<file path="src/rtl/intc_pkg.sv">
package intc_pkg;
  localparam int ADDR_W = 3;

  localparam logic [ADDR_W-1:0] ADDR_STAT = 3'd0;
  localparam logic [ADDR_W-1:0] ADDR_EN   = 3'd1;
  localparam logic [ADDR_W-1:0] ADDR_CRIT = 3'd2;
  localparam logic [ADDR_W-1:0] ADDR_POL  = 3'd3;
  localparam logic [ADDR_W-1:0] ADDR_TRIG = 3'd4;
  localparam logic [ADDR_W-1:0] ADDR_MSK  = 3'd5;

  // Strobes from the control decode into the datapath
  typedef struct packed {
    logic              wrStat;
    logic              wrEn;
    logic              wrCrit;
    logic              wrPol;
    logic              wrTrig;
    logic [ADDR_W-1:0] rdSel;
  } ctrlStrobeT;
endpackage

</file>
<file path="src/rtl/intc_ctrl.sv">
module intc_ctrl
  import intc_pkg::*;
(
  input  logic              clk,
  input  logic              rstN,
  input  logic              regWrEn,
  input  logic [ADDR_W-1:0] regAddr,
  output ctrlStrobeT        strb
);
  always_comb begin
    strb        = '0;
    strb.rdSel  = regAddr;
    if (regWrEn) begin
      case (regAddr)
        ADDR_STAT: strb.wrStat = 1'b1;
        ADDR_EN:   strb.wrEn   = 1'b1;
        ADDR_CRIT: strb.wrCrit = 1'b1;
        ADDR_POL:  strb.wrPol  = 1'b1;
        ADDR_TRIG: strb.wrTrig = 1'b1;
        default:   ;
      endcase
    end
  end

  AST_ONE_WRITE: assert property (@(posedge clk) disable iff (!rstN)
    $onehot0({strb.wrStat, strb.wrEn, strb.wrCrit, strb.wrPol, strb.wrTrig}));

  AST_MSK_READONLY: assert property (@(posedge clk) disable iff (!rstN)
    (regAddr == ADDR_MSK) |-> !(strb.wrStat || strb.wrEn || strb.wrCrit || strb.wrPol || strb.wrTrig));
endmodule

</file>
<file path="src/rtl/intc_datapath.sv">
module intc_datapath
  import intc_pkg::*;
#(
  parameter int NUM_SRC     = 32,
  parameter int SYNC_STAGES = 2
) (
  input  logic               clk,
  input  logic               rstN,
  input  ctrlStrobeT         strb,
  input  logic [NUM_SRC-1:0] wrData,
  input  logic [NUM_SRC-1:0] srcIn,
  output logic [NUM_SRC-1:0] rdData,
  output logic               critIrq,
  output logic               noncritIrq
);
  localparam int LAST = SYNC_STAGES - 1;

  logic [NUM_SRC-1:0] srcBits;
  logic [SYNC_STAGES-1:0][NUM_SRC-1:0] syncQ;
  logic [NUM_SRC-1:0] statQ, enQ, critQ, polQ, trigQ, prevQ;
  logic [NUM_SRC-1:0] active, edgeEvt, setEvt, clrMask, masked;

  // Source n lands on register bit NUM_SRC-1-n
  for (genvar n = 0; n < NUM_SRC; n++) begin : gRev
    assign srcBits[NUM_SRC-1-n] = srcIn[n];
  end

  always_ff @(posedge clk or negedge rstN) begin
    if (!rstN) begin
      syncQ <= '0;
    end else begin
      syncQ[0] <= srcBits;
      for (int k = 1; k < SYNC_STAGES; k++) syncQ[k] <= syncQ[k-1];
    end
  end

  assign active  = ~(syncQ[LAST] ^ polQ);
  assign edgeEvt = active & ~prevQ;
  assign setEvt  = (trigQ & edgeEvt) | (~trigQ & active);
  assign clrMask = strb.wrStat ? wrData : '0;

  always_ff @(posedge clk or negedge rstN) begin
    if (!rstN) begin
      statQ <= '0;
      enQ   <= '0;
      critQ <= '0;
      polQ  <= '0;
      trigQ <= '0;
      prevQ <= '0;
    end else begin
      prevQ <= active;
      statQ <= (statQ & ~clrMask) | setEvt;
      if (strb.wrEn)   enQ   <= wrData;
      if (strb.wrCrit) critQ <= wrData;
      if (strb.wrPol)  polQ  <= wrData;
      if (strb.wrTrig) trigQ <= wrData;
    end
  end

  assign masked     = statQ & enQ;
  assign critIrq    = |(masked & critQ);
  assign noncritIrq = |(masked & ~critQ);

  always_comb begin
    case (strb.rdSel)
      ADDR_STAT: rdData = statQ;
      ADDR_EN:   rdData = enQ;
      ADDR_CRIT: rdData = critQ;
      ADDR_POL:  rdData = polQ;
      ADDR_TRIG: rdData = trigQ;
      ADDR_MSK:  rdData = masked;
      default:   rdData = '0;
    endcase
  end

  AST_W1C_CLEARS: assert property (@(posedge clk) disable iff (!rstN)
    (strb.wrStat && setEvt == '0) |=> ((statQ & $past(wrData)) == '0));

  AST_STAT_HOLDS: assert property (@(posedge clk) disable iff (!rstN)
    (!strb.wrStat && setEvt == '0) |=> $stable(statQ));

  AST_EVENT_WINS: assert property (@(posedge clk) disable iff (!rstN)
    (setEvt != '0) |=> ((statQ & $past(setEvt)) == $past(setEvt)));

  AST_MASK_ALL: assert property (@(posedge clk) disable iff (!rstN)
    (enQ == '0) |-> (!critIrq && !noncritIrq));

  AST_EDGE_ONCE: assert property (@(posedge clk) disable iff (!rstN)
    (strb.wrStat && ((wrData & trigQ & active & prevQ) != '0))
      |=> ((statQ & $past(wrData & trigQ & active & prevQ)) == '0));
endmodule

</file>
<file path="src/rtl/cascade_intc.sv">
module cascade_intc
  import intc_pkg::*;
#(
  parameter int NUM_SRC = 32
) (
  input  logic               clk,
  input  logic               rstN,
  input  logic               regWrEn,
  input  logic [ADDR_W-1:0]  regAddr,
  input  logic [NUM_SRC-1:0] regWrData,
  output logic [NUM_SRC-1:0] regRdData,
  input  logic [NUM_SRC-1:0] irqIn,
  output logic               critIrq,
  output logic               noncritIrq
);
  ctrlStrobeT strb;

  intc_ctrl uCtrl (
    .clk     (clk),
    .rstN    (rstN),
    .regWrEn (regWrEn),
    .regAddr (regAddr),
    .strb    (strb)
  );

  intc_datapath #(.NUM_SRC(NUM_SRC), .SYNC_STAGES(2)) uData (
    .clk        (clk),
    .rstN       (rstN),
    .strb       (strb),
    .wrData     (regWrData),
    .srcIn      (irqIn),
    .rdData     (regRdData),
    .critIrq    (critIrq),
    .noncritIrq (noncritIrq)
  );
endmodule

</file>
<file path="config.mk">
export PLATFORM = sky130hd
export DESIGN_NAME = cascade_intc
export DESIGN_NICKNAME = d
export VERILOG_FILES = /design/src/rtl/intc_pkg.sv /design/src/rtl/intc_ctrl.sv /design/src/rtl/intc_datapath.sv /design/src/rtl/cascade_intc.sv
export SDC_FILE = /design/constraint.sdc
export NUM_CORES = 1
export LEC_CHECK = 0
export BUFFER_PORTS_ARGS = -buffer_cell sky130_fd_sc_hd__buf_2
export CAP_MARGIN = 10
export CORE_MARGIN = 8
export CORE_UTILIZATION = 56
export DETAILED_ROUTE_END_ITERATION = 10
export GPL_ROUTABILITY_DRIVEN = 0
export GPL_TIMING_DRIVEN = 0
export PLACE_DENSITY_LB_ADDON = 0.25
export SLEW_MARGIN = 20
export SYNTH_ARGS = -nofsm -noshare
export SYNTH_HDL_FRONTEND = slang
export SYNTH_SLANG_ARGS = --single-unit
</file>
<file path="constraint.sdc">
create_clock -name clk -period 3.2 [get_ports clk]
set_input_delay 0.32 -clock clk [delete_from_list [all_inputs] [get_ports clk]]
set_output_delay 0.32 -clock clk [all_outputs]
set_load 0.05 [all_outputs]
</file>
* After elaboration in Yosys (flattened, before gate mapping)
Cells that the tools add are included.
** Operators by class
- Eq/ne operators :: 5
- Bitwise logic cells :: 15
- Mux-type cells :: 8
- Reduce and logical (&&, ||, !) cells :: 3
** Operators by type and width (count)
- bitwise AND 32 bit :: 7
- case mux 32 bit (6 select lines) :: 1
- inverter 32 bit :: 5
- bitwise OR 32 bit :: 2
- OR reduction 32 bit :: 2
- two-way mux 32 bit :: 1
- XOR 32 bit :: 1
- == test 3 x 2 -> 1 bit (second input constant) :: 2
- == test 3 bit (second input constant) :: 2
- two-way mux 1 bit :: 5
- two-way mux 5 bit :: 1
- == test 3 x 1 -> 1 bit (second input constant) :: 1
- zero test 3 bit :: 1
** Storage, ports and cells
- Logic and storage cells :: 39
- Bits in registers :: 256
- Output and inout port bits :: 34
- Input port bits :: 70

* Logic depth before layout (Yosys ltp)
Gate-level depths: netlist of the first run.
- Word-level depth :: 7
- Depth in mapped cells :: 7
- Mapped depth without buffers :: 4

* By module
From an unflattened synthesis of the first run, not the netlist that was laid out.
** Second synthesis, totals
- Cell total of the unflattened synthesis :: 820
- Area, all modules :: 10727.8 µm²
** By module, submodules not included
- intc_datapath :: cells each 812, area each 10641.5 µm², instances 1, seq. area each 6406.1 µm²
- intc_ctrl :: cells each 8, area each 86.3 µm², instances 1, seq. area each 0.0 µm²

* Worst setup path after synthesis of the first run
No wires, ideal clock.
- Path type :: input to output
- Start :: in regAddr[0]
- End :: out regRdData[20]
- Path slack :: 0.674 ns
- Data arrival time :: 2.206 ns
- Stages on the path :: 5
- Required time :: 2.880 ns
- Buffers on the path :: 3
- Path through :: buf_4 -> buf_4 -> buf_2 -> a21oi_1 -> o32ai_1
** On the way
- Word-level cells in the longest chain between the ends :: 2
- Elaborated cells on any way between the ends :: 7
- Those cells by class :: eq/ne: 5; mux: 1; reduce/logical: 1
** RTL lines
- from (decl) :: line cascade_intc.sv:9 : input logic [ADDR_W-1:0] regAddr,
- == test 3 bit, or another cell as far along :: line intc_datapath.sv:65 : case (strb.rdSel)
- case mux 32 bit (6 select lines) (*) :: line intc_datapath.sv:65
- to (decl) :: line cascade_intc.sv:11 : output logic [NUM_SRC-1:0] regRdData,
Every way passes the cells marked *; elsewhere a longest branch is shown, timed or not.

* Worst setup path after layout of the first run
- Start :: reg uData.statQ[4]
- End :: out noncritIrq
** On the way
- Word-level cells in the longest chain between the ends :: 3
** RTL lines
- from (decl) :: line intc_datapath.sv:20 : logic [NUM_SRC-1:0] statQ, enQ, critQ, polQ, trigQ, prevQ;
- from (signal assigned) :: line intc_datapath.sv:52 : statQ <= (statQ & ~clrMask) | setEvt;
- bitwise AND 32 bit :: line intc_datapath.sv:60 : assign masked = statQ & enQ;
- bitwise AND 32 bit :: line intc_datapath.sv:62 : assign noncritIrq = |(masked & ~critQ);
- OR reduction 32 bit :: line intc_datapath.sv:62
- to (decl) :: line cascade_intc.sv:14 : output logic noncritIrq
No other way between the ends.

==> run metrics, run 1 <==
skew final 7.29 ps; Placed Area 0.0118 mm^2; Clock Power Share 0.337; GRT Total Usage 0.237; status completed; Fmax achieved 0.391 GHz; largest net degree at the start of global routing 76; Syn Inst Count a little over 800; crit path max fanout 5; slew margin rel. 0.546; Die Height about 160 um; Initial DRC Count 712; Distinct cells, synth 36; Most used DFF post-synth dfrtp_1; Finished Layout Cells approximately 1,300; clock sinks 256; RSZ-0062 raised after global routing no; Final nets 1,064; Critical Path RT 2880 ps; Final min period 2550 ps; crit path kind flop to output pin; IO buf count between 100 and 150; Clock Latency Late Sink 530 ps; Root Buffer clkbuf_16; hold depth 2; Vias 7,528; area of the core 0.0192 mm^2; Final Max Slew Viols 0; Syn Nets around 900; Initial Util 0.563; router iterations before antenna repair 5; Crit path arrival time between 2000 and 2500 ps; Fin. Hold Viols 0; CTS tree built; sequential area share after synthesis 0.592; P per Cell Area 695 mW/mm^2; Peak VDD IR 0.504 mV; Seq cells post-synth 256; CTS resizes 0; Inst Count DP 1,197; initial antenna violation count 4; Clock transition at path regs 60 ps; syn avg cell area 13.1 um^2; layout cell share with drive strength beyond 1 0.306; most frequent cells after synthesis 256 x dfrtp_1, 121 x nand2_1, 97 x mux2_2; crit path max-delay cell type nor4_1; Pint 6.38 mW; # DRC 0; Yosys top cell area share 0.592; H-tree Lvls 1; synth top area cells dfrtp_1 59%, mux2_2 10%, nand2_1 4.2%, mux2_4 4.2%, a22o_1 2.6%; part of the power in registers 0.474; max_cap viols 0; slowest cell delay on critical path between 500 and 600 ps; Synth area leader dfrtp_1; Setup crit end kind output pin; worst setup path end noncritIrq; power share of the combinational group 0.189; Detailed Route WL between 20,000 and 30,000 um; num ports 104; fin crit share 0.798; Startpoint Class flop; Switching Share 0.291; drt wl/cell roughly 22 um; switching pwr 2.62 mW; post-route ant nets 0; Hold Path Class input pin to flop; TritonCTS buffer count 27; via/cell ratio 5.89; Yosys warning count 0; die width between 150 and 200 um; Post-CTS Setup Bufs 0; endpoints failing setup 0; number of enable flip-flop cells after synthesis 0; # fillers 1,393; Syn-to-layout area delta 19.7%; top-count cell post-synth dfrtp_1; first-pass GRT wire length 44,500 um; FF-to-FF path depth 2; synthesized area between 0.01 and 0.015 mm^2; Worst Setup SP uData.statQ[4]; worst reg2reg setup slack approximately 2300 ps; die area 0.0240 mm^2; DPL Wire Length between 15,000 and 20,000 um; RR Endpoint uData.statQ[20]; num rows just over 50; asr flop ratio synth 1.00; post-layout instance area 0.0130 mm^2; R2R Path Start uData.polQ[20]; leakage 5.64 nW; worst-path cell chain nand2_1 > o22ai_1 > nor4_1 > nand4_1 > buf_2; Worst-Margin Slew a little under 700 ps; Bufs on Longest Clock Path 3; vias in the first global route just under 8,000; global route overflow 0
-- area by class of cell --
class | count | area (um^2) | share of cell area
multi-input cells | 526 | 4140 | 0.320
flip-flops and latches | 256 | 6410 | 0.495
clock inverters | 9 | 101 | 0.00782
diodes | 3 | 7.51 | 0.000580
clock buffers | 37 | 763 | 0.0589
plain buffers | 44 | 269 | 0.0208
repair buffers | 137 | 928 | 0.0717
inverters | 2 | 7.51 | 0.000580
well taps | 265 | 332 | 0.0256
-- power groups by stage --
stage	Clock, mW	Combinational [mW]	Sequential (mW)
2_1_floorplan	0	1.23	4.14
3_3_place_gp	0	1.60	4.28
3_5_place_dp	0	1.66	4.29
4_1_cts	3.09	1.70	4.25
5_1_grt	3.22	1.83	4.33
6_report	3.04	1.70	4.26
-- worst max-delay path, delay by kind of cell (launching register included) --
kind | cells | cell delay, ps
DFF | 1 | 430
AOI/OAI and AO/OA | 1 | 130
buffers and inverters | 1 | 260
and+or+nand+nor | 3 | 890
-- per-layer routing --
layer / routed length, um / global-route usage / vias to the layer above
met3: 1830 / 0.0477 / 72
met1: 11900 / 0.322 / 3798
met4: 979 / 0.0924 / 2
met5: 9 / 0 / -
li1: - / - / 3365
met2: 13000 / 0.371 / 291
-- sequential cells by signal, indices dropped and copies added (netlist names) --
signal       cells
uData.prevQ     32
uData.statQ     32
uData.critQ     32
uData.syncQ     64
uData.polQ      32
uData.enQ       32
uData.trigQ     32
-- stage by stage --
step	utilization	hold slack (ps)	TNS (ps)	worst slack [ps]	total power [mW]
floorplan	-	24.4	0	674	5.37
global placement	0.607	331	-692760	-2730	5.88
detailed placement	0.612	240	0	767	5.95
CTS	0.674	51.3	0	652	9.04
global route	0.674	66.4	0	642	9.39
finish	0.674	64.5	0	645	9.00
-- kinds of logic after synthesis --
family / Yosys count / share of synthesized area
flops: 256 / 0.592
simple gates: 215 / 0.0934
mux: 159 / 0.173
compound gates: 120 / 0.0903
buf+inv: 46 / 0.0256
xor+xnor: 32 / 0.0259
-- repair_timing --
item	4_1_cts	5_1_grt
endpoints found under the setup margin	0	0
endpoints found under the hold margin	75	0
hold buffers	33	0
-- worst min-delay path by stage --
stage	startpoint	end	slack [ps]
2_1_floorplan	rstN	uData.critQ[0]	20
3_3_place_gp	uData.syncQ[7]	uData.syncQ[39]	330
3_5_place_dp	rstN	uData.syncQ[49]	240
4_1_cts	regWrData[30]	uData.trigQ[30]	50
5_1_grt	regWrData[30]	uData.trigQ[30]	70
6_report	regWrData[30]	uData.trigQ[30]	60
-- layout by cell type, fill, tap and decap left out, drive strengths merged, types with 7 or more instances in the layout --
master and instances:
a32oi 30, nand2b 31, buf 136, o22ai 20, nand3 34, dfrtp 256
xnor2 32, mux2i 26, mux2 133, clkbuf 49, dlygate4sd3 33, a22o 32
o221ai 25, nand2 121, nand4 9, a22oi 7
No activity file was read; power rests on OpenSTA's default activity.
==> inputs of run 2 (changes only) <==
--- a/config.mk
+++ b/config.mk
@@ -5,6 +5,7 @@
 export SDC_FILE = /design/constraint.sdc
 export NUM_CORES = 1
 export LEC_CHECK = 0
+export ABC_AREA = 1
 export BUFFER_PORTS_ARGS = -buffer_cell sky130_fd_sc_hd__buf_2
 export CAP_MARGIN = 10
 export CORE_MARGIN = 8
==> constraint.sdc (replaced) <==
create_clock -name clk -period 2.5 [get_ports clk]
set_input_delay 0.25 -clock clk [delete_from_list [all_inputs] [get_ports clk]]
set_output_delay 0.25 -clock clk [all_outputs]
set_load 0.05 [all_outputs]
==> run metrics, run 2 <==
Fmax achieved 0.478 GHz; Worst-Margin Slew 783 ps (+102 ps); Initial Util 0.572 (+0.00852); post-route ant nets 0 (unchanged); first-pass GRT wire length 46,700 um (+5.0%); status completed; vias in the first global route 8,818 (+13%); CTS resizes 0 (unchanged); sequential area share after synthesis 0.597 (+0.00483); Die Height 154 um (-0.36%); Crit path arrival time 1840 ps (-390 ps); synth top area cells dfrtp_1 60%, nand2_1 15%, o21ai_1 5.2%, inv_1 3.5%, o21ai_0 3.5%; Seq cells post-synth 256 (unchanged); commonest non-fill, non-tap cell in the layout nand2_1; Final Max Slew Viols 0 (unchanged); highest routed layer met4; DPL Wire Length 19,000 um (+1.2%); synthesized area 0.0107 mm^2 (-0.81%); Peak VDD IR 0.741 mV (+47%); Distinct cells, synth 25 (-31%); Yosys top cell area share 0.597 (+0.00483); leakage 6.34 nW (+12%); global route overflow 0 (unchanged); endpoints failing setup 0 (unchanged); syn avg cell area 8.90 um^2 (-32%); number of enable flip-flop cells after synthesis 0 (unchanged); asr flop ratio synth 1.00 (unchanged); Detailed Route WL 28,600 um (+3.1%); num ports 104 (unchanged); clock sinks 256 (unchanged); num rows 50 (-2.0%); Most used DFF post-synth dfrtp_1; layout cell share with drive strength beyond 1 0.145 (-0.161); Setup crit end kind output pin; DR WL met3 2270 um (+24%); Final Total Pwr 11.0 mW (+22%); TritonCTS buffer count 27 (unchanged); router iterations before antenna repair 6 (+1); commonest non-fill, non-tap cells in the layout 422 x nand2_1, 256 x dfrtp_1, 132 x buf_2; die width 154 um (-0.36%); skew final 5.14 ps (-2.15 ps); Most flops, register uData.syncQ; Switching Share 0.298 (+0.00708); Syn Inst Count 1,206 (+46%); Clock Power Share 0.354 (+0.017); Post-CTS Setup Bufs 0 (unchanged); part of the power in registers 0.472 (-0.002); CTS tree built; Final nets 1,442 (+36%); power share of the combinational group 0.174 (-0.015); GRT Total Usage 0.247 (+0.00938); top-count cell post-synth nand2_1; H-tree Lvls 1 (unchanged); IO buf count 101 (unchanged); largest net degree at the start of global routing 84 (+11%); worst reg2reg setup slack 1630 ps (-630 ps); fin crit share 0.837; Fin. Hold Viols 0 (unchanged); die area 0.0239 mm^2 (-0.72%); switching pwr 3.28 mW (+25%); Placed Area 0.0116 mm^2 (-1.1%); P per Cell Area 859 mW/mm^2 (+24%); Root Buffer clkbuf_16; Bufs on Longest Clock Path 3 (unchanged); slew margin rel. 0.478 (-0.0677); drt wl/cell 17.6 um (-19%); Initial DRC Count 840 (+18%); # DRC 0 (unchanged); crit path kind flop to output pin; Clock Latency Late Sink 530 ps (about the same); Final min period between 2000 and 2500 ps; Syn Nets 1,276 (+42%); most frequent cells after synthesis 422 x nand2_1, 256 x dfrtp_1, 112 x o21ai_1; initial antenna violation count 0 (-4); Yosys warning count 0 (unchanged); post-layout instance area 0.0128 mm^2 (-1.0%); Pint 7.74 mW (+21%); area of the core 0.0188 mm^2 (-2.3%); Hold Path Class input pin to flop; wl on met1 12,100 um (+1.5%); Vias 8,875 (+18%); # fillers 1,506 (+8.1%); crit path max fanout 5 (unchanged); max_cap viols 0 (unchanged); Clock transition at path regs 60 ps (about the same); Syn-to-layout area delta 19.4%; Startpoint Class flop; via/cell ratio 5.46 (-7.2%); met2 wire len 13,100 um (+1.0%); number of flip-flops in the largest register 64 (unchanged); RSZ-0062 raised after global routing no; Synth area leader dfrtp_1; Critical Path RT 2250 ps (-630 ps)
run 2: cell types whose count changed after synthesis, sizes merged, moves of 25 or more:
| cell | delta |
|---|---|
| nand2 | +307 |
| o21ai | +184 |
| mux2 | -133 |
| inv | +104 |
| nand3 | +33 |
| a22o | -32 |
| nand2b | -31 |
| a32oi | -30 |
| mux2i | -26 |
| nor2 | +26 |
| o221ai | -25 |
run 2: power groups by stage:
stage	sequential, mW	clock [mW]	combinational [mW]
floorplan	5.14	0	1.33
global placement	5.23	0	1.81
detailed placement	5.25	0	1.87
CTS	5.19	3.96	1.93
global route	5.28	4.14	2.16
finish	5.20	3.90	1.92
run 2: stage by stage:
stage | TNS (ps) | worst slack (ps) | util | hold WS (ps) | cells
after detailed placement | 0 | 439 | 0.619 | 167 | 1544
after global routing | 0 | 271 | 0.683 | 36.4 | 1623
final | 0 | 408 | 0.683 | 31.0 | 1624
after global placement | -839400 | -3300 | 0.614 | 333 | 1541
after CTS | 0 | 410 | 0.683 | 16.3 | 1623
after floorplan | 0 | 885 | - | -45.6 | 1206
run 2: layout make-up:
cell class                 instances  area (um^2)  share of cell area
antenna                            1         2.50            0.000195
sequential                       256         6410               0.500
inverter                         106          400              0.0312
multi-input combinational        797         3650               0.285
tap                              234          293              0.0228
clock buffer                      36          759              0.0592
timing repair buffer             137          928              0.0724
buffer                            47          277              0.0216
clock inverter                    10          104             0.00810
run 2: timing repair:
action | in CTS | in global routing
setup endpoints to repair | 0 | 0
hold endpoints to repair | 77 | 0
hold buffers | 33 | 0
run 2: final timing paths:
| kind | from | to | depth (start not counted) |
|---|---|---|---|
| setup / recovery | uData.statQ[14] | noncritIrq | 7 |
| hold / removal | regWrData[26] | uData.enQ[26] | 3 |
| setup reg to reg | uData.polQ[13] | uData.statQ[13] | 3 |
| hold reg to reg | uData.syncQ[26] | uData.syncQ[58] | 0 |
| max in group asynchronous | rstN | uData.polQ[6] | 5 |
| min in group asynchronous | rstN | uData.polQ[23] | 2 |
run 2: worst max-delay path, stage by stage (launching register included):
cell and delay (ps):
dfrtp_1 420, nand3_1 140, nand2_1 90, nor2_1 180, nand2_1 80, nor2_1 100, nand2_1 90, buf_2 220
run 2: cell families after synthesis:
group / share of synthesized area
buf+inv: 0.0631
flops: 0.597
compound gates: 0.110
simple gates: 0.204
xor+xnor: 0.0261
run 2: per-layer routing:
metal / vias to the layer above / track usage
li1: 4201 / -
met1: 4251 / 0.336
met2: 356 / 0.387
met3: 67 / 0.0437
met4: 0 / 0.0994
met5: - / 0
